[config.mk]
export PLATFORM = sky130hd
export DESIGN_NAME = tri_sample_uart_rx
export DESIGN_NICKNAME = d
export VERILOG_FILES = /design/src/rtl/u3x_pkg.sv /design/src/rtl/u3x_tick.sv /design/src/rtl/u3x_framer.sv /design/src/rtl/u3x_fifo.sv /design/src/rtl/tri_sample_uart_rx.sv
export SDC_FILE = /design/constraint.sdc
export NUM_CORES = 1
export LEC_CHECK = 0
export CORE_MARGIN = 3
export CORE_UTILIZATION = 42
export CTS_CLUSTER_SIZE = 24
export DETAILED_ROUTE_END_ITERATION = 7
export GPL_ROUTABILITY_DRIVEN = 0
export PLACE_DENSITY = 0.68
export SYNTH_ARGS = -nofsm -noshare
export SYNTH_HDL_FRONTEND = slang
export SYNTH_SLANG_ARGS = --single-unit
[constraint.sdc]
create_clock -name clk -period 5.6 [get_ports clk]
set_clock_uncertainty 0.05 [all_clocks]
set_input_delay 1.12 -clock clk [delete_from_list [all_inputs] [get_ports clk]]
set_output_delay 1.12 -clock clk [all_outputs]
set_load 0.05 [all_outputs]
[src/rtl/u3x_pkg.sv]
package u3x_pkg;

    localparam int SAMPLES_PER_BIT = 3;
    localparam int DATA_BITS       = 8;
    localparam int STOP_SAMPLES    = SAMPLES_PER_BIT - 1;
    localparam int WORD_SAMPLES    = (1 + DATA_BITS) * SAMPLES_PER_BIT + STOP_SAMPLES;
    localparam int LAST_SAMPLE     = WORD_SAMPLES - 1;
    localparam int FIRST_DATA      = SAMPLES_PER_BIT + SAMPLES_PER_BIT / 2;
    localparam int LAST_DATA       = FIRST_DATA + SAMPLES_PER_BIT * (DATA_BITS - 1);
    localparam int IDX_W           = $clog2(WORD_SAMPLES);
    localparam int BIT_W           = $clog2(DATA_BITS);

    typedef logic [DATA_BITS-1:0] byte_t;
    typedef logic [IDX_W-1:0]     samp_idx_t;

    typedef enum logic {
        FRM_ARMED,
        FRM_CAPTURE
    } frm_state_e;

    typedef struct packed {
        logic  valid;
        byte_t data;
    } rx_byte_t;

    function automatic logic is_data_slot(samp_idx_t i);
        int ii;
        ii = int'(i);
        return (ii >= FIRST_DATA) && (ii <= LAST_DATA) &&
               (((ii - FIRST_DATA) % SAMPLES_PER_BIT) == 0);
    endfunction

    function automatic logic [BIT_W-1:0] data_bit_of(samp_idx_t i);
        int k;
        k = (int'(i) - FIRST_DATA) / SAMPLES_PER_BIT;
        return BIT_W'(k);
    endfunction

endpackage

[src/rtl/u3x_tick.sv]
module u3x_tick #(
    parameter int DIV = 4
) (
    input  logic clk,
    input  logic rst,
    output logic tick
);
    generate
        if (DIV <= 1) begin : g_every
            assign tick = 1'b1;
        end else begin : g_div
            localparam int CW = $clog2(DIV);
            logic [CW-1:0] cnt;

            always_ff @(posedge clk) begin
                if (rst) begin
                    cnt <= '0;
                end else if (cnt == CW'(DIV - 1)) begin
                    cnt <= '0;
                end else begin
                    cnt <= cnt + 1'b1;
                end
            end

            assign tick = (cnt == CW'(DIV - 1));

            // ticks are spaced by the divider, never back to back
            p_tick_spacing_r2: assert property (@(posedge clk) disable iff (rst)
                tick |=> !tick);
        end
    endgenerate
endmodule

[src/rtl/u3x_framer.sv]
module u3x_framer
    import u3x_pkg::*;
(
    input  logic     clk,
    input  logic     rst,
    input  logic     tick,
    input  logic     line_i,
    output rx_byte_t byte_o
);
    logic       sync_a, sync_b;
    frm_state_e state;
    samp_idx_t  idx;
    byte_t      shreg;

    always_ff @(posedge clk) begin
        if (rst) begin
            sync_a <= 1'b1;
            sync_b <= 1'b1;
        end else begin
            sync_a <= line_i;
            sync_b <= sync_a;
        end
    end

    always_ff @(posedge clk) begin
        if (rst) begin
            state  <= FRM_ARMED;
            idx    <= '0;
            shreg  <= '0;
            byte_o <= '0;
        end else begin
            byte_o.valid <= 1'b0;
            if (tick) begin
                case (state)
                    FRM_ARMED: begin
                        if (!sync_b) begin
                            state <= FRM_CAPTURE;
                            idx   <= samp_idx_t'(1);
                        end
                    end
                    default: begin
                        if (is_data_slot(idx)) begin
                            shreg[data_bit_of(idx)] <= sync_b;
                        end
                        if (idx == samp_idx_t'(LAST_SAMPLE)) begin
                            state        <= FRM_ARMED;
                            byte_o.valid <= 1'b1;
                            byte_o.data  <= shreg;
                        end else begin
                            idx <= idx + 1'b1;
                        end
                    end
                endcase
            end
        end
    end

    // a finished word is reported only as the result of a sample tick
    p_byte_on_tick_r2: assert property (@(posedge clk) disable iff (rst)
        byte_o.valid |-> $past(tick));

    // when a byte is reported the framer is already re-armed
    p_rearm_r4: assert property (@(posedge clk) disable iff (rst)
        byte_o.valid |-> (state == FRM_ARMED));

    // the sample index never runs past the word length
    p_idx_bound_r2: assert property (@(posedge clk) disable iff (rst)
        (state == FRM_CAPTURE) |-> (int'(idx) <= LAST_SAMPLE));
endmodule

[src/rtl/u3x_fifo.sv]
module u3x_fifo #(
    parameter int DEPTH = 8,
    parameter int W     = 8
) (
    input  logic         clk,
    input  logic         rst,
    input  logic         wr,
    input  logic [W-1:0] wdata,
    input  logic         rd,
    input  logic         ovf_clr,
    output logic [W-1:0] rdata,
    output logic         not_empty,
    output logic         ovf
);
    localparam int PW = (DEPTH > 1) ? $clog2(DEPTH) : 1;
    localparam int CW = $clog2(DEPTH + 1);

    logic [W-1:0]  mem [DEPTH];
    logic [PW-1:0] wptr, rptr;
    logic [CW-1:0] count;
    logic          full, do_rd, do_wr, lost;

    assign full      = (count == CW'(DEPTH));
    assign not_empty = (count != '0);
    assign do_rd     = rd && not_empty;
    assign do_wr     = wr && (!full || do_rd);
    assign lost      = wr && full && !do_rd;
    assign rdata     = mem[rptr];

    function automatic logic [PW-1:0] bump(logic [PW-1:0] p);
        return (p == PW'(DEPTH - 1)) ? '0 : p + 1'b1;
    endfunction

    always_ff @(posedge clk) begin
        if (do_wr) begin
            mem[wptr] <= wdata;
        end
    end

    always_ff @(posedge clk) begin
        if (rst) begin
            wptr  <= '0;
            rptr  <= '0;
            count <= '0;
            ovf   <= 1'b0;
        end else begin
            if (do_wr) wptr <= bump(wptr);
            if (do_rd) rptr <= bump(rptr);
            case ({do_wr, do_rd})
                2'b10:   count <= count + 1'b1;
                2'b01:   count <= count - 1'b1;
                default: count <= count;
            endcase
            if (lost) begin
                ovf <= 1'b1;
            end else if (ovf_clr) begin
                ovf <= 1'b0;
            end
        end
    end

    // occupancy never exceeds the depth
    p_count_bound_r6: assert property (@(posedge clk) disable iff (rst)
        int'(count) <= DEPTH);

    // a write into a full queue without a read raises the flag
    p_full_write_r7: assert property (@(posedge clk) disable iff (rst)
        (full && wr && !rd) |=> ovf);

    // the flag is sticky until cleared
    p_ovf_sticky_r8: assert property (@(posedge clk) disable iff (rst)
        (ovf && !ovf_clr) |=> ovf);

    // reading an empty queue leaves it empty
    p_empty_read_r9: assert property (@(posedge clk) disable iff (rst)
        (!not_empty && rd && !wr) |=> !not_empty);
endmodule

[src/rtl/tri_sample_uart_rx.sv]
module tri_sample_uart_rx
    import u3x_pkg::*;
#(
    parameter int CLK_PER_SAMPLE = 4,
    parameter int FIFO_DEPTH     = 8
) (
    input  logic                 clk,
    input  logic                 rst,
    input  logic                 rx_line,
    input  logic                 rd_en,
    input  logic                 ovf_clr,
    output logic [DATA_BITS-1:0] rd_data,
    output logic                 rx_not_empty,
    output logic                 rx_overflow
);
    logic     tick;
    rx_byte_t word;

    u3x_tick #(.DIV(CLK_PER_SAMPLE)) i_tick (
        .clk  (clk),
        .rst  (rst),
        .tick (tick)
    );

    u3x_framer i_framer (
        .clk    (clk),
        .rst    (rst),
        .tick   (tick),
        .line_i (rx_line),
        .byte_o (word)
    );

    u3x_fifo #(.DEPTH(FIFO_DEPTH), .W(DATA_BITS)) i_fifo (
        .clk       (clk),
        .rst       (rst),
        .wr        (word.valid),
        .wdata     (word.data),
        .rd        (rd_en),
        .ovf_clr   (ovf_clr),
        .rdata     (rd_data),
        .not_empty (rx_not_empty),
        .ovf       (rx_overflow)
    );
endmodule

==> run metrics <==
CTS tree=yes; Critical Path Fanout Max=11; #FFs+latches synth=between 100 and 150; Final Hold Vio Count=0; commonest register cell after synthesis=edfxtp_1; Leak=slightly above 2 nW; kind of critical path=flop to flop; period utilisation layout=approximately 95%; CTS max path bufs=2; IO Port Bufs=14; yosys synthesis warning count=0; EDFF count, synth=64; DR vias=about 3600; Fillers=1107; Reg area=2740 um2; row cnt=40; Die Y=between 100 and 150 um; pin count of the biggest net entering global routing=29; Peak Freq=around 190 MHz; Most Frequent Cell on Critical Path=ha_1; crit path DAT=around 5600 ps; Tmin final=about 5300 ps; hold_buf cts=0; Clock Latency Late Sink=about 340 ps; fin cells=between 600 and 700; setup slack after layout=253 ps; footprint of the multi-input gates=about 2500 um2; CTS Buf Count=9; Setup WS pre-CTS=265 ps; initial antenna violation count=0; max incr delay on CP=440 ps; Syn Inst Count=approximately 460; critical-path cell list=inv_1, ha_1, ha_1, nand2b_1, o32a_1, o221ai_1, ha_2, o31a_1, a22oi_1, o22ai_1, a211o_2, or2_1, o21ai_0, ha_1, xnor2_1, or3_1, a21oi_1, a32oi_4, nor4_1, mux2i_1; layout net count=501; post-synthesis cell type count=between 70 and 80; TNS Setup=0 ps; Antenna diodes=0; unrepaired setup endpoints after global routing=yes; Pre-antenna DRT Iters=5; Remaining Overflow, GRT=0; Worst Setup Start Kind=flop; worst hold slack=approximately 360 ps; Core Region=12300 um2; worst path bufs/invs=1; Avg Vias per Cell=about 5.6; layout cell share with drive strength beyond 1=15.7%; Horiz. Die Dim=about 120 um; cells on worst reg2reg path=20; Detailed Route Iter0 Violations=about 210; area grow syn2layout=11.2%; Worst Hold Class=flop to flop; full die area=around 14000 um2; Tot GR Track Use=between 10% and 20%; routed wire length=10400 um; Hold Path End=i_framer.sync_b$_SDFF_PP1_; Pwr Density=around 240 nW/um2; most frequent cells in the layout=edfxtp_1 (64), dfxtp_1 (41), nor2_1 (38); Antenna Violating Nets Remaining=0; Slew Viols, Final=0; reg2reg start=i_framer.idx[3]$_SDFFE_PP0P_; Net Count, Synth=approximately 490; routed len/inst=roughly 16 um; placed insts=630; first-pass GRT wire length=between 15000 and 20000 um; # H-tree levels=3; most common cell after layout, fill and taps aside=edfxtp_1; HP Start=i_framer.sync_a$_SDFF_PP1_; Max-cap violations=0; slowest library cell on the worst path=a211o_2; Peak supply drop=0.144 mV; # IOs=15; Max-slew headroom=a little under a fifth; delay-heaviest family, CP=compound AO/OA/AOI/OAI gates; r2r setup slk=approximately 250 ps; CTS root buf=clkbuf_16; Residual DRC=0; hold depth=1; critical path data required time=5820 ps; Final setup viols=0; status=completed; post-synthesis sequential area ratio=between 50 and 60%; hpwl dp=between 7000 and 8000 um; clock transition at the registers of the reported paths=~70 ps; post-synthesis area per instance=~12 um2; synthesized cell area=5420 um2; worst reg2reg path endpoint=i_framer.shreg[5]$_SDFFE_PP0P_; Critical Path End Type=flop; worst-margin pin slew=1200 ps; # clock sinks=105; Post-synth ARST share=0%; vias in the first global route=3475; starting density of the core=44.0%
[sequential cells by signal, summed over array words and instances, names as in the netlist, named ones only]
register / flops
i_fifo.count: 4
i_framer.sync_b: 1
i_framer.idx: 5
i_fifo.rptr: 3
i_framer.sync_a: 1
i_framer.state: 1
i_framer.shreg: 8
i_fifo.mem: 64
i_fifo.wptr: 3
i_framer.byte_o: 9
i_fifo.ovf: 1
i_tick.g_div.cnt: 2
[Yosys cell counts, types with 3 or more instances]
| master | count | area [um2] |
|---|---|---|
| nor3b_1 | 3 | 22.5 |
| ha_1 | 22 | 275 |
| xor2_1 | 4 | 35.0 |
| buf_2 | 7 | 35.0 |
| nor3_1 | 12 | 60.1 |
| nand3b_1 | 3 | 22.5 |
| a21oi_1 | 23 | 115 |
| dfxtp_1 | 41 | 821 |
| clkbuf_1 | 9 | 33.8 |
| nand4_1 | 3 | 18.8 |
| nand2_1 | 35 | 131 |
| buf_4 | 4 | 30.0 |
| inv_1 | 15 | 56.3 |
| or2_2 | 4 | 25.0 |
| o22ai_1 | 3 | 18.8 |
| nor2b_1 | 4 | 25.0 |
| edfxtp_1 | 64 | 1920 |
| nor4_1 | 9 | 56.3 |
| nand2b_1 | 9 | 56.3 |
| a211oi_1 | 5 | 37.5 |
| xnor2_1 | 10 | 87.6 |
| and3_1 | 3 | 18.8 |
| nor2_1 | 38 | 143 |
| or3_1 | 5 | 31.3 |
| mux4_2 | 16 | 360 |
| mux2i_1 | 21 | 210 |
| nand3_1 | 10 | 50.1 |
| o21ai_0 | 12 | 60.1 |
| buf_1 | 4 | 15.0 |
| mux2_2 | 8 | 90.1 |
[stage by stage]
stage	power [W]	area (um2)	util, %
2_1_floorplan	0.000852	5420	-
3_3_place_gp	0.000858	5730	46.5
3_5_place_dp	0.000860	5730	46.5
4_1_cts	0.00144	6010	48.8
5_1_grt	0.00147	6020	48.9
6_report	0.00142	6020	48.9
[timing repair]
item,CTS,global route
gates resized for setup,0,4
setup endpoints to repair,0,8
setup buffers,0,0
[worst max path at each step]
stage                                            start                        endpoint  slack (ps)  cells past startpoint
after floorplan           i_framer.idx[2]$_SDFFE_PP0P_  i_framer.shreg[1]$_SDFFE_PP0P_         120                     26
after global placement    i_framer.idx[2]$_SDFFE_PP0P_  i_framer.shreg[5]$_SDFFE_PP0P_         460                     21
after detailed placement  i_framer.idx[3]$_SDFFE_PP0P_  i_framer.shreg[5]$_SDFFE_PP0P_         270                     21
after CTS                 i_framer.idx[3]$_SDFFE_PP0P_  i_framer.shreg[6]$_SDFFE_PP0P_         180                     21
after global routing      i_framer.idx[3]$_SDFFE_PP0P_  i_framer.shreg[6]$_SDFFE_PP0P_         -50                     20
final                     i_framer.idx[3]$_SDFFE_PP0P_  i_framer.shreg[5]$_SDFFE_PP0P_         250                     20
[kinds of logic after synthesis]
| family | after synthesis | synth area share (%) |
|---|---|---|
| adder cells (fa/ha/maj) | 23 | 5.45 |
| XOR/XNOR | 14 | 2.26 |
| buffers and inverters | 43 | 3.77 |
| multiplexers | 46 | 12.5 |
| flip-flops | 105 | 50.6 |
| AND/OR/NAND/NOR | 150 | 14.3 |
| AO/OA/AOI/OAI | 80 | 11.1 |
[metal layers]
metal	GRT usage [%]	share of wire (%)	up-vias
met1	20.7	47	1773
met5	0	0	-
li1	-	-	1755
met2	25.1	48	72
met4	2.86	0.74	0
met3	3.25	3.9	9
[final cells by class]
cell class	instances	area share, %
inverters	16	0.997
flip-flops and latches	105	45.5
clock buffers	10	3.80
multi-input cells	313	41.3
well taps	168	3.49
repair buffers	28	4.07
clock inverters	6	0.831
[report_power, final]
part / internal, W / leakage, nW / switching (W)
Sequential: 0.000812 / 0.924 / 0.00000145
Combinational: 0.0000119 / 1.00 / 0.0000168
Clock: 0.000307 / 0.135 / 0.000273
(Power assumes the default switching activity.)
